`src/rtl/dbg_gate_pkg.sv`:
```
package dbg_gate_pkg;
  localparam int PRIV_W = 2;
  localparam logic [PRIV_W-1:0] PRIV_U = 2'b00;
  localparam logic [PRIV_W-1:0] PRIV_S = 2'b01;
  localparam logic [PRIV_W-1:0] PRIV_M = 2'b11;
endpackage

```
`src/rtl/dbg_shield_ctrl.sv`:
```
module dbg_shield_ctrl (
  input  logic clk,
  input  logic rst,
  input  logic wr_en,
  input  logic wr_val,
  output logic shield_o
);
  logic shield_q;
  logic latched_q;

  // closed and unlatched from reset; a close latches until reset
  always_ff @(posedge clk) begin
    if (rst) begin
      shield_q  <= 1'b1;
      latched_q <= 1'b0;
    end else if (wr_en) begin
      if (wr_val) begin
        shield_q  <= 1'b1;
        latched_q <= 1'b1;
      end else if (!latched_q) begin
        shield_q  <= 1'b0;
      end
    end
  end

  assign shield_o = shield_q;

  AST_SHIELD_RESET: assert property (@(posedge clk) disable iff (rst)
    $fell(rst) |-> shield_q);
  AST_SHIELD_STICKY: assert property (@(posedge clk) disable iff (rst)
    latched_q |=> shield_q);
endmodule

```
`src/rtl/dbg_pwd_check.sv`:
```
module dbg_pwd_check #(
  parameter int PWD_W = 32,
  parameter logic [PWD_W-1:0] SECRET = '0,
  parameter int MAX_FAIL = 3
) (
  input  logic             clk,
  input  logic             rst,
  input  logic             try_valid,
  input  logic [PWD_W-1:0] try_data,
  input  logic             clear,
  output logic             pass_o,
  output logic             lockout_o
);
  localparam int CNT_W = $clog2(MAX_FAIL + 1);
  localparam logic [CNT_W-1:0] FAIL_MAX = CNT_W'(MAX_FAIL);

  logic             pass_q;
  logic [CNT_W-1:0] fail_q;
  logic             locked;
  logic             match;
  logic             attempt;

  assign locked  = (fail_q == FAIL_MAX);
  assign match   = (try_data == SECRET);
  assign attempt = try_valid && !locked;

  always_ff @(posedge clk) begin
    if (rst) begin
      pass_q <= 1'b0;
      fail_q <= '0;
    end else begin
      if (clear)        pass_q <= 1'b0;
      else if (attempt) pass_q <= match;
      if (attempt && !match && !locked) fail_q <= fail_q + 1'b1;
    end
  end

  assign pass_o    = pass_q;
  assign lockout_o = locked;

  AST_PASS_FROM_MATCH: assert property (@(posedge clk) disable iff (rst)
    $rose(pass_q) |-> $past(try_valid && try_data == SECRET));
  AST_LOCK_NO_PASS: assert property (@(posedge clk) disable iff (rst)
    locked |-> !pass_q);
  AST_FAIL_SAT: assert property (@(posedge clk) disable iff (rst)
    locked |=> locked);
endmodule

```
`src/rtl/dbg_mode_ctrl.sv`:
```
module dbg_mode_ctrl
  import dbg_gate_pkg::*;
(
  input  logic              clk,
  input  logic              rst,
  input  logic              shield,
  input  logic              req,
  input  logic              resume,
  input  logic [PRIV_W-1:0] core_priv,
  input  logic              brk_m,
  input  logic              brk_u,
  output logic              mode_o,
  output logic              exit_o,
  output logic [PRIV_W-1:0] priv_hold_o
);
  logic              mode_q, mode_d;
  logic [PRIV_W-1:0] priv_q;
  logic              priv_ok;

  always_comb begin
    case (core_priv)
      PRIV_M:  priv_ok = brk_m;
      PRIV_U:  priv_ok = brk_u;
      default: priv_ok = 1'b0;
    endcase
  end

  always_comb begin
    if (shield)      mode_d = 1'b0;
    else if (mode_q) mode_d = !resume;
    else             mode_d = req && priv_ok;
  end

  assign exit_o = mode_q && (resume || shield);

  // privilege tracks the core outside debug and is frozen inside it
  always_ff @(posedge clk) begin
    if (rst) begin
      mode_q <= 1'b0;
      priv_q <= PRIV_U;
    end else begin
      mode_q <= mode_d;
      if (!mode_q) priv_q <= core_priv;
    end
  end

  assign mode_o      = mode_q;
  assign priv_hold_o = priv_q;

  AST_ENTRY_NEEDS_REQ: assert property (@(posedge clk) disable iff (rst)
    $rose(mode_q) |-> $past(req && !shield));
  AST_SHIELD_ENDS_MODE: assert property (@(posedge clk) disable iff (rst)
    shield |=> !mode_q);
  AST_RESUME_EXIT: assert property (@(posedge clk) disable iff (rst)
    (mode_q && resume) |=> !mode_q);
  AST_PRIV_FROZEN: assert property (@(posedge clk) disable iff (rst)
    (mode_q && $past(mode_q)) |-> $stable(priv_q));
endmodule

```
`src/rtl/dbg_access_gate.sv`:
```
module dbg_access_gate
  import dbg_gate_pkg::*;
#(
  parameter int PWD_W = 32,
  parameter logic [PWD_W-1:0] SECRET = 32'hC0DE_5EC7,
  parameter int MAX_FAIL = 3
) (
  input  logic             clk,
  input  logic             rst,
  input  logic             shield_wr,
  input  logic             shield_val,
  input  logic [1:0]       core_priv,
  input  logic             brk_en_m,
  input  logic             brk_en_u,
  input  logic             dbg_req,
  input  logic             resume_req,
  input  logic             pwd_valid,
  input  logic [PWD_W-1:0] pwd_data,
  output logic             shield_o,
  output logic             dbg_mode_o,
  output logic             pwd_ok_o,
  output logic             lockout_o,
  output logic             dbg_grant_o,
  output logic [1:0]       priv_eff_o
);
  logic              shield;
  logic              mode;
  logic              exit_s;
  logic              pass;
  logic              lockout;
  logic [PRIV_W-1:0] priv_hold;

  dbg_shield_ctrl u_shield (
    .clk(clk), .rst(rst), .wr_en(shield_wr), .wr_val(shield_val),
    .shield_o(shield)
  );

  dbg_pwd_check #(.PWD_W(PWD_W), .SECRET(SECRET), .MAX_FAIL(MAX_FAIL)) u_pwd (
    .clk(clk), .rst(rst), .try_valid(pwd_valid), .try_data(pwd_data),
    .clear(exit_s), .pass_o(pass), .lockout_o(lockout)
  );

  dbg_mode_ctrl u_mode (
    .clk(clk), .rst(rst), .shield(shield), .req(dbg_req), .resume(resume_req),
    .core_priv(core_priv), .brk_m(brk_en_m), .brk_u(brk_en_u),
    .mode_o(mode), .exit_o(exit_s), .priv_hold_o(priv_hold)
  );

  // both checks and an open shield; driven from flops only
  logic grant;
  assign grant = mode && pass && !shield;

  assign shield_o    = shield;
  assign dbg_mode_o  = mode;
  assign pwd_ok_o    = pass;
  assign lockout_o   = lockout;
  assign dbg_grant_o = grant;
  assign priv_eff_o  = grant ? PRIV_M : priv_hold;

  AST_NO_GRANT_SHIELDED: assert property (@(posedge clk) disable iff (rst)
    shield_o |-> !dbg_grant_o);
  AST_PRIV_RAISE_NEEDS_PWD: assert property (@(posedge clk) disable iff (rst)
    (priv_eff_o == PRIV_M && priv_hold != PRIV_M) |-> pwd_ok_o);
endmodule

```
`config.mk`:
```
export PLATFORM = sky130hd
export DESIGN_NAME = dbg_access_gate
export DESIGN_NICKNAME = d
export VERILOG_FILES = /design/src/rtl/dbg_gate_pkg.sv /design/src/rtl/dbg_shield_ctrl.sv /design/src/rtl/dbg_pwd_check.sv /design/src/rtl/dbg_mode_ctrl.sv /design/src/rtl/dbg_access_gate.sv
export SDC_FILE = /design/constraint.sdc
export NUM_CORES = 1
export LEC_CHECK = 0
export ABC_CLOCK_PERIOD_IN_PS = 1500
export BUFFER_PORTS_ARGS = -buffer_cell sky130_fd_sc_hd__buf_4
export CORE_MARGIN = 2
export CORE_UTILIZATION = 36
export DETAILED_ROUTE_END_ITERATION = 8
export PLACE_DENSITY_LB_ADDON = 0.3
export SLEW_MARGIN = 30
export SYNTH_ARGS = -nofsm -noshare
export SYNTH_HDL_FRONTEND = slang
export SYNTH_SLANG_ARGS = --single-unit
export TNS_END_PERCENT = 20
```
`constraint.sdc`:
```
create_clock -name clk -period 1.5 [get_ports clk]
set_input_delay 0 -clock clk [delete_from_list [all_inputs] [get_ports clk]]
set_output_delay 0 -clock clk [all_outputs]
set_load 0.01 [all_outputs]
```
==> flow_summary.yaml <==
pwr:
  switching_share: 0.233
  power.share.combinational: 0.314
  intPower_mw: 0.440
  power.share.clock: 0.274
  ir_drop_uv: 452
  power_density_nw_per_um2: 571
  p_switching_mw: 0.134
  pwr-share-seq: 0.412
  p_leak_nw: 0.480
logic_synthesis:
  synth_compound_area_frac: 0.172
  synth-edff-count: 0
  synth_top_family_by_area: "simple AND/OR/NAND/NOR gates"
  synth_simple_gate_area_share: 0.343
  synth-xor-area-share: 0
  syn_nets: 101
  yosys-top-cells-count: "8 x dfxtp_1, 7 x nor2_1, 6 x nand2b_1"
  async_reset_ff_frac: 0
  synth_area_um2: 554
  yosys.area.top_type_share: 0.289
  seq_area_frac_synth: 0.289
  synthFlopType: "dfxtp_1"
  muxShareOfSynthArea: 0.0813
  synth.most_common_cell: "dfxtp_1"
  yosys.area.top_type: "dfxtp_1"
  synthAdderAreaFrac: 0.0677
  synth.distinct_cells: 23
  yosysWarnings: 0
  syn_area_per_cell_um2: 10.1
  synthCells: 55
  ys_ff_latch: 8
  ys_top_cells_by_area: "dfxtp_1 29%, nor4_4 7.7%, ha_1 6.8%"
critical_path:
  start_kind: "flop"
  critPathCaptureType: "flop"
  path_class: "flop to flop"
  crit_start: "u_pwd.fail_q[0]"
  worst_r2r_startpoint: "u_pwd.fail_q[0]"
  setup.worst_path.end: "u_pwd.fail_q[0]"
  ff2ff_path_depth: 4
  worstPathMaxFanout: 3
  critical_path_required_ns: 1.63
  critPathArrivalTime_ns: 1.56
  r2r-end: "u_pwd.fail_q[0]"
  ff2ff_setup_slack_ns: 0.07
timing:
  setup_violations: 0
  timing.hold.ws_ns: 0.0191
  maxSlewViolCount: 0
  rsz0062_at_grt: "false"
  skew_ns: 0.00227
  max_slew_margin: 0.818
  clock.fmax_mhz: 702
  tns_ns: 0
  worst_pin_slew_ns: 0.272
  hold_viol: 0
  fin_ws_ns: 0.0746
  fin_crit_sh: 0.950
  fin_crit_ns: 1.43
routing:
  vias: 607
  vias_per_cell: 4.82
  dr.pass1.iters: 4
  antenna_left: 0
  route.detailed.drc: 0
  drtIter0Drc: 5
  wl_per_cell_um: 11.7
  routed_wirelength_um: 1480
clock_network:
  clk_latency_ns: 0.25
  postCtsSetupBuffers: 0
  root_buffer: "clkbuf_4"
  clk_pin_slew_ns: 0.05
  cts_sinks: 8
  post_cts_resized: 0
  hold_buffers: 4
  cts_tree: "done"
  cts_max_level: 1
  clock_path_buffers: 2
  cts_buffers: 3
worst_hold_path:
  holdCritPathClass: "input pin to flop"
global_route:
  grt_max_degree: 11
  grt_use_met3: 0.0298
  grt-ovfl-total: 0
  grt_pass1_vias: 631
  busiest_layer: "met2"
  antenna_found_initial: 0
  grt_pass1_wl_um: 2320
  grt_use_total: 0.166
  grtUsageMet2: 0.337
  grtUsageMet1: 0.153
floorplanning:
  core_area_um2: 1470
  initial_core_util: 0.377
  die_area_um2: 1870
  dieWidth_um: 43.2
  die_h_um: 43.2
  io_pins: 50
  placementRows: 14
layout:
  layout.cells.non_filler: 126
  drive_above_1_share: 0.536
  area_growth_pct: 81.3
  diodes: 0
  nets: 158
placed_design:
  gp_congestion: 0.705
  dp_cells: 119
  pre_cts_slack_ns: -0.0229
  io_buffers: 49
flow_run:
  max_cap_viol_count: 0
run_status:
  run_status: "finished, final reports clean"
==> how the worst min path moves through the flow <==
stage / from / cells past startpoint / to / slack (ns)
floorplan: shield_val / 2 / u_shield.latched_q / 0.14
global placement: shield_val / 2 / u_shield.shield_o / 0.23
detailed placement: shield_val / 2 / u_shield.shield_o / 0.24
CTS: core_priv[1] / 3 / u_mode.priv_hold_o[1] / 0.01
global route: core_priv[1] / 3 / u_mode.priv_hold_o[1] / 0.04
finish: core_priv[0] / 3 / u_mode.priv_hold_o[0] / 0.02
==> cells by family (layout without fill, tap and decap cells) <==
family,Yosys count,after routing
simple gates,26,26
flops,8,8
compound gates,7,7
buf+inv,7,62
mux,4,4
fa+ha+maj,3,3
==> per-layer routing <==
layer	wire (um)	part of all wire
met4	0	0
met5	0	0
met3	119	0.081
met2	883	0.60
met1	473	0.32
==> power groups by stage <==
stage	sequential [mW]	combinational (mW)	clock, mW
global route	0.238	0.196	0.176
global placement	0.240	0.165	0
CTS	0.236	0.182	0.167
finish	0.236	0.180	0.157
floorplan	0.240	0.0611	0
detailed placement	0.240	0.173	0
==> flip-flops by register name (all words and copies together) (netlist names) <==
signal              cells
u_pwd.fail_q            2
u_pwd.pass_o            1
u_mode.mode_o           1
u_shield.shield_o       1
u_shield.latched_q      1
u_mode.priv_hold_o      2
==> final cells by class <==
| type | count | area (um^2) |
|---|---|---|
| multi-input cells | 40 | 368 |
| inverters | 5 | 18.8 |
| clock buffers | 3 | 22.5 |
| repair buffers | 54 | 415 |
| flip-flops and latches | 8 | 160 |
| well taps | 16 | 20.0 |
| fillers | 125 | 467 |
==> placed cells by master (no fill, tap or decap), types with 2 or more instances in the layout <==
cell,n
buf_4,50
dfxtp_1,8
nor2_1,7
nand2b_1,6
inv_1,5
nand4b_1,4
dlygate4sd3_1,4
mux2i_1,3
ha_1,3
clkbuf_4,3
nand2_1,2
nor4_4,2
==> per-stage QoR <==
stage               power [mW]  area [um^2]   util
finish                   0.573         1000  0.683
detailed placement       0.413          942  0.640
global route             0.610         1000  0.683
floorplan                0.301          554      -
global placement         0.405          942  0.640
CTS                      0.585         1000  0.683
==> worst max-delay path: stages, from the launching register on <==
cell and delay, ns:
dfxtp_1 0.32, ha_1 0.20, nand2b_1 0.18, a41oi_4 0.28
mux2_4 0.33
No activity file was read; power rests on OpenSTA's default activity.
